--- config.mk ---
export PLATFORM = sky130hd
export DESIGN_NAME = hdma_tx_seq
export DESIGN_NICKNAME = d
export VERILOG_FILES = /design/src/rtl/hdma_pkg.sv /design/src/rtl/hdma_hold_stage.sv /design/src/rtl/hdma_ack_edge.sv /design/src/rtl/hdma_byte_stage.sv /design/src/rtl/hdma_tx_seq.sv
export SDC_FILE = /design/constraint.sdc
export NUM_CORES = 1
export LEC_CHECK = 0
export BUFFER_PORTS_ARGS = -buffer_cell sky130_fd_sc_hd__buf_2
export CORE_MARGIN = 5
export CORE_UTILIZATION = 40
export CTS_CLUSTER_SIZE = 40
export DETAILED_ROUTE_END_ITERATION = 6
export GPL_ROUTABILITY_DRIVEN = 1
export GPL_TIMING_DRIVEN = 0
export PLACE_DENSITY = 0.57
export SLEW_MARGIN = 20
export SYNTH_ARGS = -nofsm -noshare
export SYNTH_HDL_FRONTEND = slang
export SYNTH_SLANG_ARGS = --single-unit
--- constraint.sdc ---
create_clock -name clk -period 2.1 [get_ports clk]
set_input_delay 0.315 -clock clk [delete_from_list [all_inputs] [get_ports clk]]
set_output_delay 0.315 -clock clk [all_outputs]
set_load 0.01 [all_outputs]
--- src/rtl/hdma_pkg.sv ---
package hdma_pkg;

   typedef enum logic [1:0] {
      HM_OFF      = 2'b00,
      HM_FROM_HI  = 2'b01,
      HM_FROM_MID = 2'b10,
      HM_FROM_LO  = 2'b11
   } hdma_mode_e;

endpackage

--- src/rtl/hdma_hold_stage.sv ---
module hdma_hold_stage #(
   parameter int WORD_W = 24
) (
   input  logic              clk,
   input  logic              rst_n,
   input  logic              wr_i,
   input  logic [WORD_W-1:0] wdata_i,
   input  logic              take_i,
   output logic [WORD_W-1:0] hold_o,
   output logic              empty_o
);

   logic [WORD_W-1:0] hold_q;
   logic              empty_q;

   // take_i requires empty_q == 0, an accepted write requires empty_q == 1
   always_ff @(posedge clk) begin
      if (!rst_n) begin
         hold_q  <= '0;
         empty_q <= 1'b1;
      end else if (take_i) begin
         empty_q <= 1'b1;
      end else if (wr_i && empty_q) begin
         hold_q  <= wdata_i;
         empty_q <= 1'b0;
      end
   end

   assign hold_o  = hold_q;
   assign empty_o = empty_q;

endmodule

--- src/rtl/hdma_ack_edge.sv ---
module hdma_ack_edge #(
   parameter int SYNC_STAGES = 0
) (
   input  logic clk,
   input  logic rst_n,
   input  logic ack_i,
   output logic rise_o,
   output logic fall_o
);

   logic ack_s;
   logic ack_q;

   generate
      if (SYNC_STAGES == 0) begin : g_direct
         assign ack_s = ack_i;
      end else begin : g_sync
         logic [SYNC_STAGES-1:0] sync_q;
         always_ff @(posedge clk) begin
            if (!rst_n) sync_q <= '0;
            else        sync_q <= {sync_q[SYNC_STAGES-2:0], ack_i};
         end
         assign ack_s = sync_q[SYNC_STAGES-1];
      end
   endgenerate

   always_ff @(posedge clk) begin
      if (!rst_n) ack_q <= 1'b0;
      else        ack_q <= ack_s;
   end

   assign rise_o = ack_s & ~ack_q;
   assign fall_o = ~ack_s & ack_q;

endmodule

--- src/rtl/hdma_byte_stage.sv ---
module hdma_byte_stage #(
   parameter int WORD_W    = 24,
   parameter int BYTE_W    = 8,
   parameter int ADDR_W    = 3,
   parameter int BASE_ADDR = 5
) (
   input  logic              clk,
   input  logic              rst_n,
   input  logic              load_i,
   input  logic [WORD_W-1:0] word_i,
   input  logic [ADDR_W-1:0] start_i,
   input  logic              enable_i,
   input  logic              rise_i,
   input  logic              fall_i,
   output logic              full_o,
   output logic              serving_o,
   output logic              last_done_o,
   output logic [BYTE_W-1:0] byte_o
);

   localparam int NUM_BYTES = WORD_W / BYTE_W;
   localparam int LAST_ADDR = BASE_ADDR + NUM_BYTES - 1;

   logic [WORD_W-1:0] rx_q;
   logic [ADDR_W-1:0] addr_q;
   logic              full_q;
   logic              serving_q;
   logic [BYTE_W-1:0] lane [NUM_BYTES];

   assign last_done_o = fall_i & serving_q & (addr_q == ADDR_W'(LAST_ADDR));

   always_ff @(posedge clk) begin
      if (!rst_n) begin
         serving_q <= 1'b0;
      end else if (fall_i) begin
         serving_q <= 1'b0;
      end else if (rise_i && full_q && enable_i) begin
         serving_q <= 1'b1;
      end
   end

   always_ff @(posedge clk) begin
      if (!rst_n) begin
         rx_q   <= '0;
         addr_q <= '0;
         full_q <= 1'b0;
      end else if (load_i) begin
         rx_q   <= word_i;
         addr_q <= start_i;
         full_q <= 1'b1;
      end else if (last_done_o) begin
         full_q <= 1'b0;
      end else if (fall_i && serving_q) begin
         addr_q <= addr_q + 1'b1;
      end
   end

   // lane 0 is the most significant byte, at BASE_ADDR
   generate
      for (genvar i = 0; i < NUM_BYTES; i++) begin : g_lane
         assign lane[i] = rx_q[WORD_W-1-i*BYTE_W -: BYTE_W];
      end
   endgenerate

   always_comb begin
      byte_o = '0;
      for (int i = 0; i < NUM_BYTES; i++) begin
         if (addr_q == ADDR_W'(BASE_ADDR + i)) byte_o = lane[i];
      end
   end

   assign full_o    = full_q;
   assign serving_o = serving_q;

endmodule

--- src/rtl/hdma_tx_seq.sv ---
module hdma_tx_seq #(
   parameter int WORD_W      = 24,
   parameter int BYTE_W      = 8,
   parameter int ADDR_W      = 3,
   parameter int BASE_ADDR   = 5,
   parameter int ACK_SYNC    = 0
) (
   input  logic              clk,
   input  logic              rst_n,
   input  logic              dsp_wr,
   input  logic [WORD_W-1:0] dsp_wdata,
   input  logic              irq_en,
   output logic              tx_irq,
   output logic              tx_empty,
   input  logic [1:0]        start_mode,
   output logic              dma_req,
   input  logic              dma_ack,
   output logic [BYTE_W-1:0] host_data,
   output logic              host_oe,
   output logic              rx_full
);

   import hdma_pkg::*;

   localparam int NUM_BYTES = WORD_W / BYTE_W;
   localparam int LAST_ADDR = BASE_ADDR + NUM_BYTES - 1;
   localparam int START_MID = (NUM_BYTES >= 2) ? LAST_ADDR - 1 : LAST_ADDR;

   generate
      if (WORD_W % BYTE_W != 0) begin : g_bad_split
         $error("WORD_W must be a whole number of bytes");
      end
      if (NUM_BYTES < 1 || NUM_BYTES > 3) begin : g_bad_count
         $error("two-bit start mode covers one to three bytes");
      end
      if (LAST_ADDR >= (1 << ADDR_W)) begin : g_bad_addr
         $error("byte addresses do not fit in ADDR_W");
      end
      if (ACK_SYNC < 0 || ACK_SYNC == 1 || ACK_SYNC > 4) begin : g_bad_sync
         $error("ACK_SYNC must be 0 or 2..4");
      end
   endgenerate

   hdma_mode_e        mode_e;
   logic              mode_on;
   logic [ADDR_W-1:0] start_addr;
   logic [WORD_W-1:0] hold_word;
   logic              empty_w;
   logic              full_w;
   logic              serving_w;
   logic              last_done_w;
   logic              xfer_w;
   logic              ack_rise;
   logic              ack_fall;
   logic [BYTE_W-1:0] sel_byte;

   assign mode_e  = hdma_mode_e'(start_mode);
   assign mode_on = (mode_e != HM_OFF);

   always_comb begin
      unique case (mode_e)
         HM_FROM_HI:  start_addr = ADDR_W'(BASE_ADDR);
         HM_FROM_MID: start_addr = ADDR_W'(START_MID);
         HM_FROM_LO:  start_addr = ADDR_W'(LAST_ADDR);
         default:     start_addr = ADDR_W'(BASE_ADDR);
      endcase
   end

   // copy when the byte registers are empty, or are emptied on this edge
   assign xfer_w = ~empty_w & mode_on & (~full_w | last_done_w);

   hdma_hold_stage #(.WORD_W(WORD_W)) u_hold (
      .clk     (clk),
      .rst_n   (rst_n),
      .wr_i    (dsp_wr),
      .wdata_i (dsp_wdata),
      .take_i  (xfer_w),
      .hold_o  (hold_word),
      .empty_o (empty_w)
   );

   hdma_ack_edge #(.SYNC_STAGES(ACK_SYNC)) u_ack (
      .clk    (clk),
      .rst_n  (rst_n),
      .ack_i  (dma_ack),
      .rise_o (ack_rise),
      .fall_o (ack_fall)
   );

   hdma_byte_stage #(
      .WORD_W    (WORD_W),
      .BYTE_W    (BYTE_W),
      .ADDR_W    (ADDR_W),
      .BASE_ADDR (BASE_ADDR)
   ) u_bytes (
      .clk         (clk),
      .rst_n       (rst_n),
      .load_i      (xfer_w),
      .word_i      (hold_word),
      .start_i     (start_addr),
      .enable_i    (mode_on),
      .rise_i      (ack_rise),
      .fall_i      (ack_fall),
      .full_o      (full_w),
      .serving_o   (serving_w),
      .last_done_o (last_done_w),
      .byte_o      (sel_byte)
   );

   assign tx_empty  = empty_w;
   assign rx_full   = full_w;
   assign tx_irq    = empty_w & irq_en;
   assign dma_req   = full_w & ~serving_w & ~dma_ack & mode_on;
   assign host_oe   = dma_ack & (serving_w | (full_w & mode_on));
   assign host_data = host_oe ? sel_byte : '0;

endmodule

==> results of run 1 <==
-- state kept, by name (all words and copies together), names as in the netlist --
register           cells
u_ack.ack_q            1
u_bytes.addr_q         3
u_bytes.full_o         1
u_bytes.lane          24
u_bytes.serving_o      1
u_hold.empty_o         1
u_hold.hold_o         24
-- per-layer routing --
metal	global-route usage (%)	vias up	share of wire (%)
met5	0	-	0
li1	-	1134	-
met2	24.2	50	43
met4	5.72	0	1.4
met3	3.10	8	4.5
met1	22.4	952	51
-- synth_stat cells --
cell type and n:
a21oi_1 1, o311a_1 1, nand2_1 90, nor3b_1 1, o21a_1 1, o21ai_2 1, o21ai_0 34, nand4b_2 1
o311ai_0 1, a21boi_0 23, a21oi_4 1, o21bai_1 1, and2_1 3, buf_4 3, nor3_1 3, a31o_2 1
nor2b_1 1, a22oi_1 8, inv_1 5, clkbuf_1 12, nand2b_1 2, dfxtp_1 55, a211oi_1 1, o31a_1 1
clkbuf_2 1, ha_1 4, buf_2 8, o31ai_1 1, a21boi_1 3, nor2_1 12, mux2_2 1, nand3_1 25
nand3b_1 4
-- area by class of cell --
class	count	area share [%]
Multi-Input combinational cell	226	43.2
Clock buffer	5	2.40
Sequential cell	55	38.5
Tap cell	75	3.27
Timing Repair Buffer	42	7.32
Inverter	5	0.654
Clock inverter	3	0.785
Buffer	22	3.88
-- metrics by stage --
stage               cells  area (um2)
floorplan             310        2430
global placement      427        2730
detailed placement    427        2730
CTS                   434        2840
global route          433        2870
finish                433        2870
-- critical path, stage by stage (launching register included) --
cell     delay, ns
dfxtp_4       0.38
ha_1          0.21
ha_4          0.19
buf_4         0.18
a22oi_1       0.23
nor2_1        0.06
buf_2         0.14
-- power by group through the flow --
stage | logic, mW | clock network (mW) | registers [mW]
detailed placement | 0.240 | 0 | 1.15
CTS | 0.247 | 0.624 | 1.12
finish | 0.246 | 0.606 | 1.12
floorplan | 0.156 | 0 | 1.14
global placement | 0.237 | 0 | 1.15
global route | 0.281 | 0.667 | 1.13
-- worst max-delay path by stage --
stage                       from            to  slack [ns]  cells after the start
6_report       u_bytes.addr_q[1]  host_data[5]        0.07                      6
4_1_cts        u_bytes.addr_q[1]  host_data[6]        0.01                      7
3_3_place_gp   u_bytes.addr_q[1]  host_data[3]        0.11                      6
3_5_place_dp   u_bytes.addr_q[1]  host_data[3]        0.12                      6
2_1_floorplan  u_bytes.addr_q[0]  host_data[0]        0.43                      6
5_1_grt        u_bytes.addr_q[1]  host_data[3]       0.003                      7
-- logic make-up (layout without fill, tap and decap cells) --
| family | after synthesis | after routing | synth area share, % |
|---|---|---|---|
| buf+inv | 29 | 77 | 5.41 |
| simple gates | 142 | 142 | 25.2 |
| fa+ha+maj | 4 | 4 | 2.06 |
| compound gates | 79 | 79 | 21.5 |
| mux | 1 | 1 | 0.464 |
| flops | 55 | 55 | 45.3 |
==> reports/metrics.yaml, run 1 <==
setup_path:
  required_ns: 1.78
  r2r_slack_ns: 0.42
  critical_path.startpoint_type: "flip-flop"
  r2r-end: "u_bytes.lane[18]"
  cp_max_fo: 10
  cp-end-kind: "output port"
  crit_type: "reg -> out"
  timing.rr.start: "u_bytes.addr_q[1]"
  r2r_cells: 6
  arrival_ns: 1.72
logic_synthesis:
  synthTopCellsByArea: "dfxtp_1, nand2_1, a21boi_0"
  syn_inst: 310
  seq_area_frac_synth_pct: 45.3
  ys_ff_latch: 55
  synth_top_cell_by_area: "dfxtp_1"
  ys_warn_count: 0
  syn_area_um2: 2430
  avgSynthCellArea_um2: 7.83
  yosysUniqueCellTypes: 33
  synth_top_area_share_pct: 45.3
  syn_nets: 345
floorplan:
  dieArea_um2: 7730
  coreArea_um2: 5920
  row_count: 28
  start_util_pct: 41.0
  fp.dieH_um: 87.9
  num_io_pins: 44
  die_w_um: 87.9
clocking:
  cts_repair_resize_count: 12
  clkLatencyLatePin_ns: 0.31
  cts_tree: "built"
  post_cts_buffers: 0
  cts_sinks: 55
  cts.path.max_buffers: 2
  path_clk_slew_ns: 0.11
  ctsHtreeMaxLevel: 2
  numCtsBuffers: 5
  cts_hold_buf: 0
  cts_root_buf: "clkbuf_8"
sta:
  finClkSkew_ns: 0.00837
  setup_tns_ns: 0
  setup_ws_ns: 0.0694
  min_period_over_period_pct: 96.7
  slew_violations: 0
  finalHoldViolCount: 0
  max_slew_margin_pct: 70.9
  tightest_slew_ns: 0.437
  finalCriticalPeriod_ns: 2.03
  rsz0062_at_grt: "false"
  setup_violations: 0
  max_freq_mhz: 492
  hold_slack_ns: 0.225
final_layout:
  layout_common_cells: "nand2_1, dfxtp_1, buf_2"
  syn2layout_area_growth_pct: 18.2
  drive_above_1_share_pct: 21.2
  multi_input_area_um2: 1240
  final_core_util_pct: 48.5
  fin_nets: 392
  seqCellArea_um2: 1110
  fill_cells: 645
  n_antenna_cell: 0
  layout_commonest_cell: "nand2_1"
place:
  routabilityCongestion: 0.833
  place_ws_ns: 0.115
  dp_hpwl_mm: 4.23
  io_buffers: 42
global_route:
  first_global_vias: 1993
  grt_overflow_total: 0
  grt_max_degree: 19
  grt_pass1_wl_mm: 9.61
  grt_antenna_before_repair: 0
  track_usage_pct: 15.9
detailed_routing:
  drcViolationCount: 0
  dr_total_vias: 2144
  drt_wl_total_mm: 5.71
  wl_per_cell_um: 13.2
  ant_nets: 0
  drt-initial-drc-count: 105
  drt-vias-per-instance: 4.95
  drt_pass1_iterations: 4
hold_path:
  hold_class: "in -> reg"
  min_to: "u_hold.hold_o[2]"
  hold_depth: 3
  worstHoldStart: "dsp_wdata[2]"
power_and_ir_drop:
  clkPwrFrac_pct: 30.7
  total_power_mw: 1.98
  ir_worst_vdd_uv: 333
  p_seq_share_pct: 56.9
  power_frac_comb_pct: 12.4
  swShare_pct: 27.5
  switchingPower_mw: 0.544
  p_int_mw: 1.43
  p_per_area_nw_per_um2: 689
  power_leakage_nw: 1.11
flow_run:
  cap_violations: 0
run_status:
  status: "finished, final reports clean"
(Power assumes the default switching activity.)
==> run 2, diff against run 1 <==
--- a/config.mk
+++ b/config.mk
@@ -12,7 +12,7 @@
 export DETAILED_ROUTE_END_ITERATION = 6
 export GPL_ROUTABILITY_DRIVEN = 1
 export GPL_TIMING_DRIVEN = 0
-export PLACE_DENSITY = 0.57
+export PLACE_DENSITY = 0.63
 export SLEW_MARGIN = 20
 export SYNTH_ARGS = -nofsm -noshare
 export SYNTH_HDL_FRONTEND = slang
==> reports/metrics.yaml, run 2 (synthesis results as in run 1) <==
run_status:
  status: "finished, final reports clean"
global_route:
  grt_antenna_before_repair: 0
  grtUsageMet3_pct: 2.82
  use_met2_pct: 25.5
  gr-usage-met1_pct: 21.9
  first_global_vias: 2056
  grt_overflow_total: 0
  grt_pass1_wl_mm: 9.70
  top_usage_layer: "met2"
  track_usage_pct: 15.9
  grt_max_degree: 18
floorplan:
  row_count: 28
  num_io_pins: 44
  die_w_um: 87.9
  coreArea_um2: 5920
  start_util_pct: 41.0
  fp.dieH_um: 87.9
  dieArea_um2: 7730
setup_path:
  required_ns: 1.78
  r2r_cells: 6
  crit_type: "reg -> out"
  cp-end-kind: "output port"
  cp_max_fo: 10
  r2r_slack_ns: 0.38
  timing.rr.start: "u_bytes.addr_q[1]"
  arrival_ns: 1.74
  r2r-end: "u_bytes.lane[11]"
  critical_path.startpoint_type: "flip-flop"
sta:
  setup_tns_ns: 0
  finClkSkew_ns: 0.00952
  hold_slack_ns: 0.222
  max_slew_margin_pct: 67.6
  finalHoldViolCount: 0
  rsz0062_at_grt: "true"
  slew_violations: 0
  max_freq_mhz: 486
  finalCriticalPeriod_ns: 2.06
  min_period_over_period_pct: 97.9
  setup_violations: 0
  tightest_slew_ns: 0.486
clocking:
  cts_hold_buf: 0
  ctsHtreeMaxLevel: 2
  path_clk_slew_ns: 0.10
  clkLatencyLatePin_ns: 0.32
  cts_tree: "built"
  cts.path.max_buffers: 2
  numCtsBuffers: 5
  cts_root_buf: "clkbuf_8"
  cts_sinks: 55
final_layout:
  layout_commonest_cell: "nand2_1"
  layout_common_cells: "nand2_1, dfxtp_1, buf_2"
  final_area_um2: 2860
  fill_cells: 619
  fin_nets: 392
  final_core_util_pct: 48.2
  n_antenna_cell: 0
  syn2layout_area_growth_pct: 17.6
  drive_above_1_share_pct: 20.4
power_and_ir_drop:
  p_per_area_nw_per_um2: 693
  swShare_pct: 27.7
  p_int_mw: 1.43
  p_seq_share_pct: 56.8
  ir_worst_vdd_uv: 342
  clkPwrFrac_pct: 30.8
  power_frac_comb_pct: 12.4
  power_leakage_nw: 1.10
  total_power_mw: 1.98
  switchingPower_mw: 0.548
detailed_routing:
  drt_pass1_iterations: 5
  drcViolationCount: 0
  drt-vias-per-instance: 5.07
  dr_total_vias: 2197
  wl_per_cell_um: 13.2
  ant_nets: 0
  drt_wl_total_mm: 5.72
  drt-initial-drc-count: 153
hold_path:
  hold_class: "in -> reg"
  min_to: "u_hold.hold_o[2]"
  hold_depth: 3
  worstHoldStart: "dsp_wdata[2]"
place:
  io_buffers: 42
  dp_hpwl_mm: 4.20
  routabilityCongestion: 0.823
  place_area_um2: 2730
flow_run:
  cap_violations: 0
run 2: through the flow:
step,worst slack (ns),std cells
2_1_floorplan,0.430,310
3_3_place_gp,0.181,427
3_5_place_dp,0.159,427
4_1_cts,0.00757,434
5_1_grt,-0.0263,433
6_report,0.0443,433
run 2: worst max-delay path, stage by stage (launching register included):
cell and delay [ns]:
dfxtp_4 0.38, ha_1 0.22, ha_4 0.19, buf_2 0.18, a22oi_1 0.24, nor2_1 0.06
buf_2 0.15
run 2: what timing repair did:
item                                    in CTS  in global routing
pin swaps                                    0                  1
buffers inserted                             0                  0
endpoints found under the setup margin       8                  8
gates resized for setup                     11                  6
run 2: layer usage:
metal | vias up | part of all wire (%)
met4 | 0 | 1.3
met1 | 1012 | 49
met3 | 6 | 4.8
met2 | 43 | 45
li1 | 1136 | -
met5 | - | 0
run 2: worst max path at each step:
stage / slack, ns / startpoint / to
after CTS: 0.008 / u_bytes.addr_q[1] / host_data[6]
after global routing: -0.03 / u_bytes.addr_q[1] / host_data[3]
after detailed placement: 0.16 / u_bytes.addr_q[1] / host_data[4]
after global placement: 0.18 / u_bytes.addr_q[1] / host_data[2]
after floorplan: 0.43 / u_bytes.addr_q[0] / host_data[0]
final: 0.04 / u_bytes.addr_q[1] / host_data[7]
run 2: power groups by stage:
| stage | clock, mW | sequential (mW) | combinational, mW |
|---|---|---|---|
| finish | 0.609 | 1.12 | 0.245 |
| global route | 0.656 | 1.13 | 0.280 |
| CTS | 0.621 | 1.13 | 0.245 |
| detailed placement | 0 | 1.15 | 0.239 |
| global placement | 0 | 1.15 | 0.235 |
| floorplan | 0 | 1.14 | 0.156 |
run 2: area by class of cell:
class	count	area, um2	share of cell area, %
Buffer	22	109	3.81
Clock buffer	6	72.6	2.54
Clock inverter	2	16.3	0.570
Inverter	5	18.8	0.657
Multi-Input combinational cell	226	1230	43.0
Sequential cell	55	1110	38.7
Tap cell	75	93.8	3.29
Timing Repair Buffer	42	210	7.36
==> run 3, diff against run 2 <==
--- a/config.mk
+++ b/config.mk
@@ -13,6 +13,7 @@
 export GPL_ROUTABILITY_DRIVEN = 1
 export GPL_TIMING_DRIVEN = 0
 export PLACE_DENSITY = 0.63
+export RECOVER_POWER = 50
 export SLEW_MARGIN = 20
 export SYNTH_ARGS = -nofsm -noshare
 export SYNTH_HDL_FRONTEND = slang
==> reports/metrics.yaml, run 3 (synthesis results as in run 1) <==
run_status:
  status: "finished, final reports clean"
final_layout:
  drive_above_1_share_pct: 18.7
  seqCellArea_um2: 1110
  layout_commonest_cell: "nand2_1"
  fill_cells: 624
  syn2layout_area_growth_pct: 17.3
  final_core_util_pct: 48.1
  fin_nets: 392
  layout.cells.non_filler: 433
  n_antenna_cell: 0
  layout_common_cells: "nand2_1, dfxtp_1, buf_2"
  multi_input_area_um2: 1230
floorplan:
  die_w_um: 87.9
  row_count: 28
  dieArea_um2: 7730
  coreArea_um2: 5920
  num_io_pins: 44
  start_util_pct: 41.0
  fp.dieH_um: 87.9
setup_path:
  r2r-end: "u_bytes.lane[11]"
  r2r_cells: 6
  cp_max_fo: 10
  required_ns: 1.78
  cp-end-kind: "output port"
  startpoint: "u_bytes.addr_q[1]"
  r2r_slack_ns: 0.38
  crit_type: "reg -> out"
  timing.rr.start: "u_bytes.addr_q[1]"
  cp-endpoint: "host_data[7]"
  arrival_ns: 1.74
  critical_path.startpoint_type: "flip-flop"
sta:
  finClkSkew_ns: 0.0102
  max_freq_mhz: 486
  finalHoldViolCount: 0
  finalCriticalPeriod_ns: 2.06
  setup_violations: 0
  setup_ws_ns: 0.0444
  slew_violations: 0
  min_period_over_period_pct: 97.9
  rsz0062_at_grt: "true"
  max_slew_margin_pct: 68.1
  setup_tns_ns: 0
  tightest_slew_ns: 0.478
detailed_routing:
  drcViolationCount: 0
  drt-vias-per-instance: 5.07
  drt_wl_total_mm: 5.71
  wl_per_cell_um: 13.2
  dr_total_vias: 2196
  drt_pass1_iterations: 5
  drt-initial-drc-count: 146
  ant_nets: 0
place:
  io_buffers: 42
  routabilityCongestion: 0.823
  dp.cells: 427
  dp_hpwl_mm: 4.20
  place_ws_ns: 0.159
flow_run:
  cap_violations: 0
clocking:
  cts_root_buf: "clkbuf_8"
  cts.path.max_buffers: 2
  cts_sinks: 55
  numCtsBuffers: 5
  post_cts_buffers: 0
  cts_tree: "built"
  ctsHtreeMaxLevel: 2
  clkLatencyLatePin_ns: 0.32
  path_clk_slew_ns: 0.10
hold_path:
  hold_class: "in -> reg"
power_and_ir_drop:
  ir_worst_vdd_uv: 339
  p_per_area_nw_per_um2: 694
  total_power_mw: 1.98
  power_leakage_nw: 1.08
global_route:
  track_usage_pct: 15.9
  gr-usage-met1_pct: 21.9
  grt_antenna_before_repair: 0
  grtUsageMet3_pct: 2.82
  grt_pass1_wl_mm: 9.70
  first_global_vias: 2056
  top_usage_layer: "met2"
  use_met2_pct: 25.5
  grt_max_degree: 18
  grt_overflow_total: 0
==> run 3: cell count changes in the layout (fill, tap and decap cells not counted) <==
cell      delta
and2_0       +1
clkbuf_1     +6
clkbuf_2     +2
a21boi_1     -2
a21boi_0     +2
buf_2        -8
and2_1       -1
==> run 3: timing repair <==
item,4_1_cts,5_1_grt
pin swaps,0,1
gates resized for setup,11,6
endpoints found under the setup margin,8,8
hold buffers,0,0
==> run 3: worst min-delay path by stage <==
stage	startpoint	endpoint	slack [ns]	depth (start not counted)
after floorplan	u_hold.hold_o[22]	u_hold.hold_o[22]	0.44	2
after global placement	u_bytes.lane[20]	u_bytes.lane[20]	0.45	2
after detailed placement	u_bytes.lane[21]	u_bytes.lane[21]	0.45	2
after CTS	dsp_wdata[2]	u_hold.hold_o[2]	0.22	3
after global routing	dsp_wdata[22]	u_hold.hold_o[22]	0.23	3
final	dsp_wdata[22]	u_hold.hold_o[22]	0.23	3
==> run 3: layout make-up <==
cell class	instances	area share, %
tap	75	3.30
multi-input combinational	226	43.1
sequential	55	38.8
inverter	5	0.659
buffer	22	3.69
clock inverter	2	0.571
timing repair buffer	42	7.25
clock buffer	6	2.55
==> run 3: layer usage <==
metal,vias up,share of wire (%)
met2,48,45
li1,1134,-
met4,0,1.0
met5,-,0
met3,5,4.6
met1,1009,49
==> run 3: worst max-delay path: stages, from the launching register on <==
cell and delay, ns:
dfxtp_4 0.38, ha_1 0.22, ha_4 0.19, buf_2 0.18
a22oi_1 0.24, nor2_1 0.06, buf_2 0.15
==> run 3: report_power, final <==
part | switching, mW | internal, mW | leakage (nW)
registers | 0.0342 | 1.09 | 0.450
clock network | 0.367 | 0.241 | 0.0418
logic | 0.147 | 0.0960 | 0.591
total | 0.547 | 1.43 | 1.08
==> run 3: stage by stage <==
step | instance area (um2) | hold slack (ns)
final | 2850 | 0.232
after CTS | 2840 | 0.219
after detailed placement | 2730 | 0.451
after global routing | 2850 | 0.227
after global placement | 2730 | 0.449
after floorplan | 2430 | 0.435
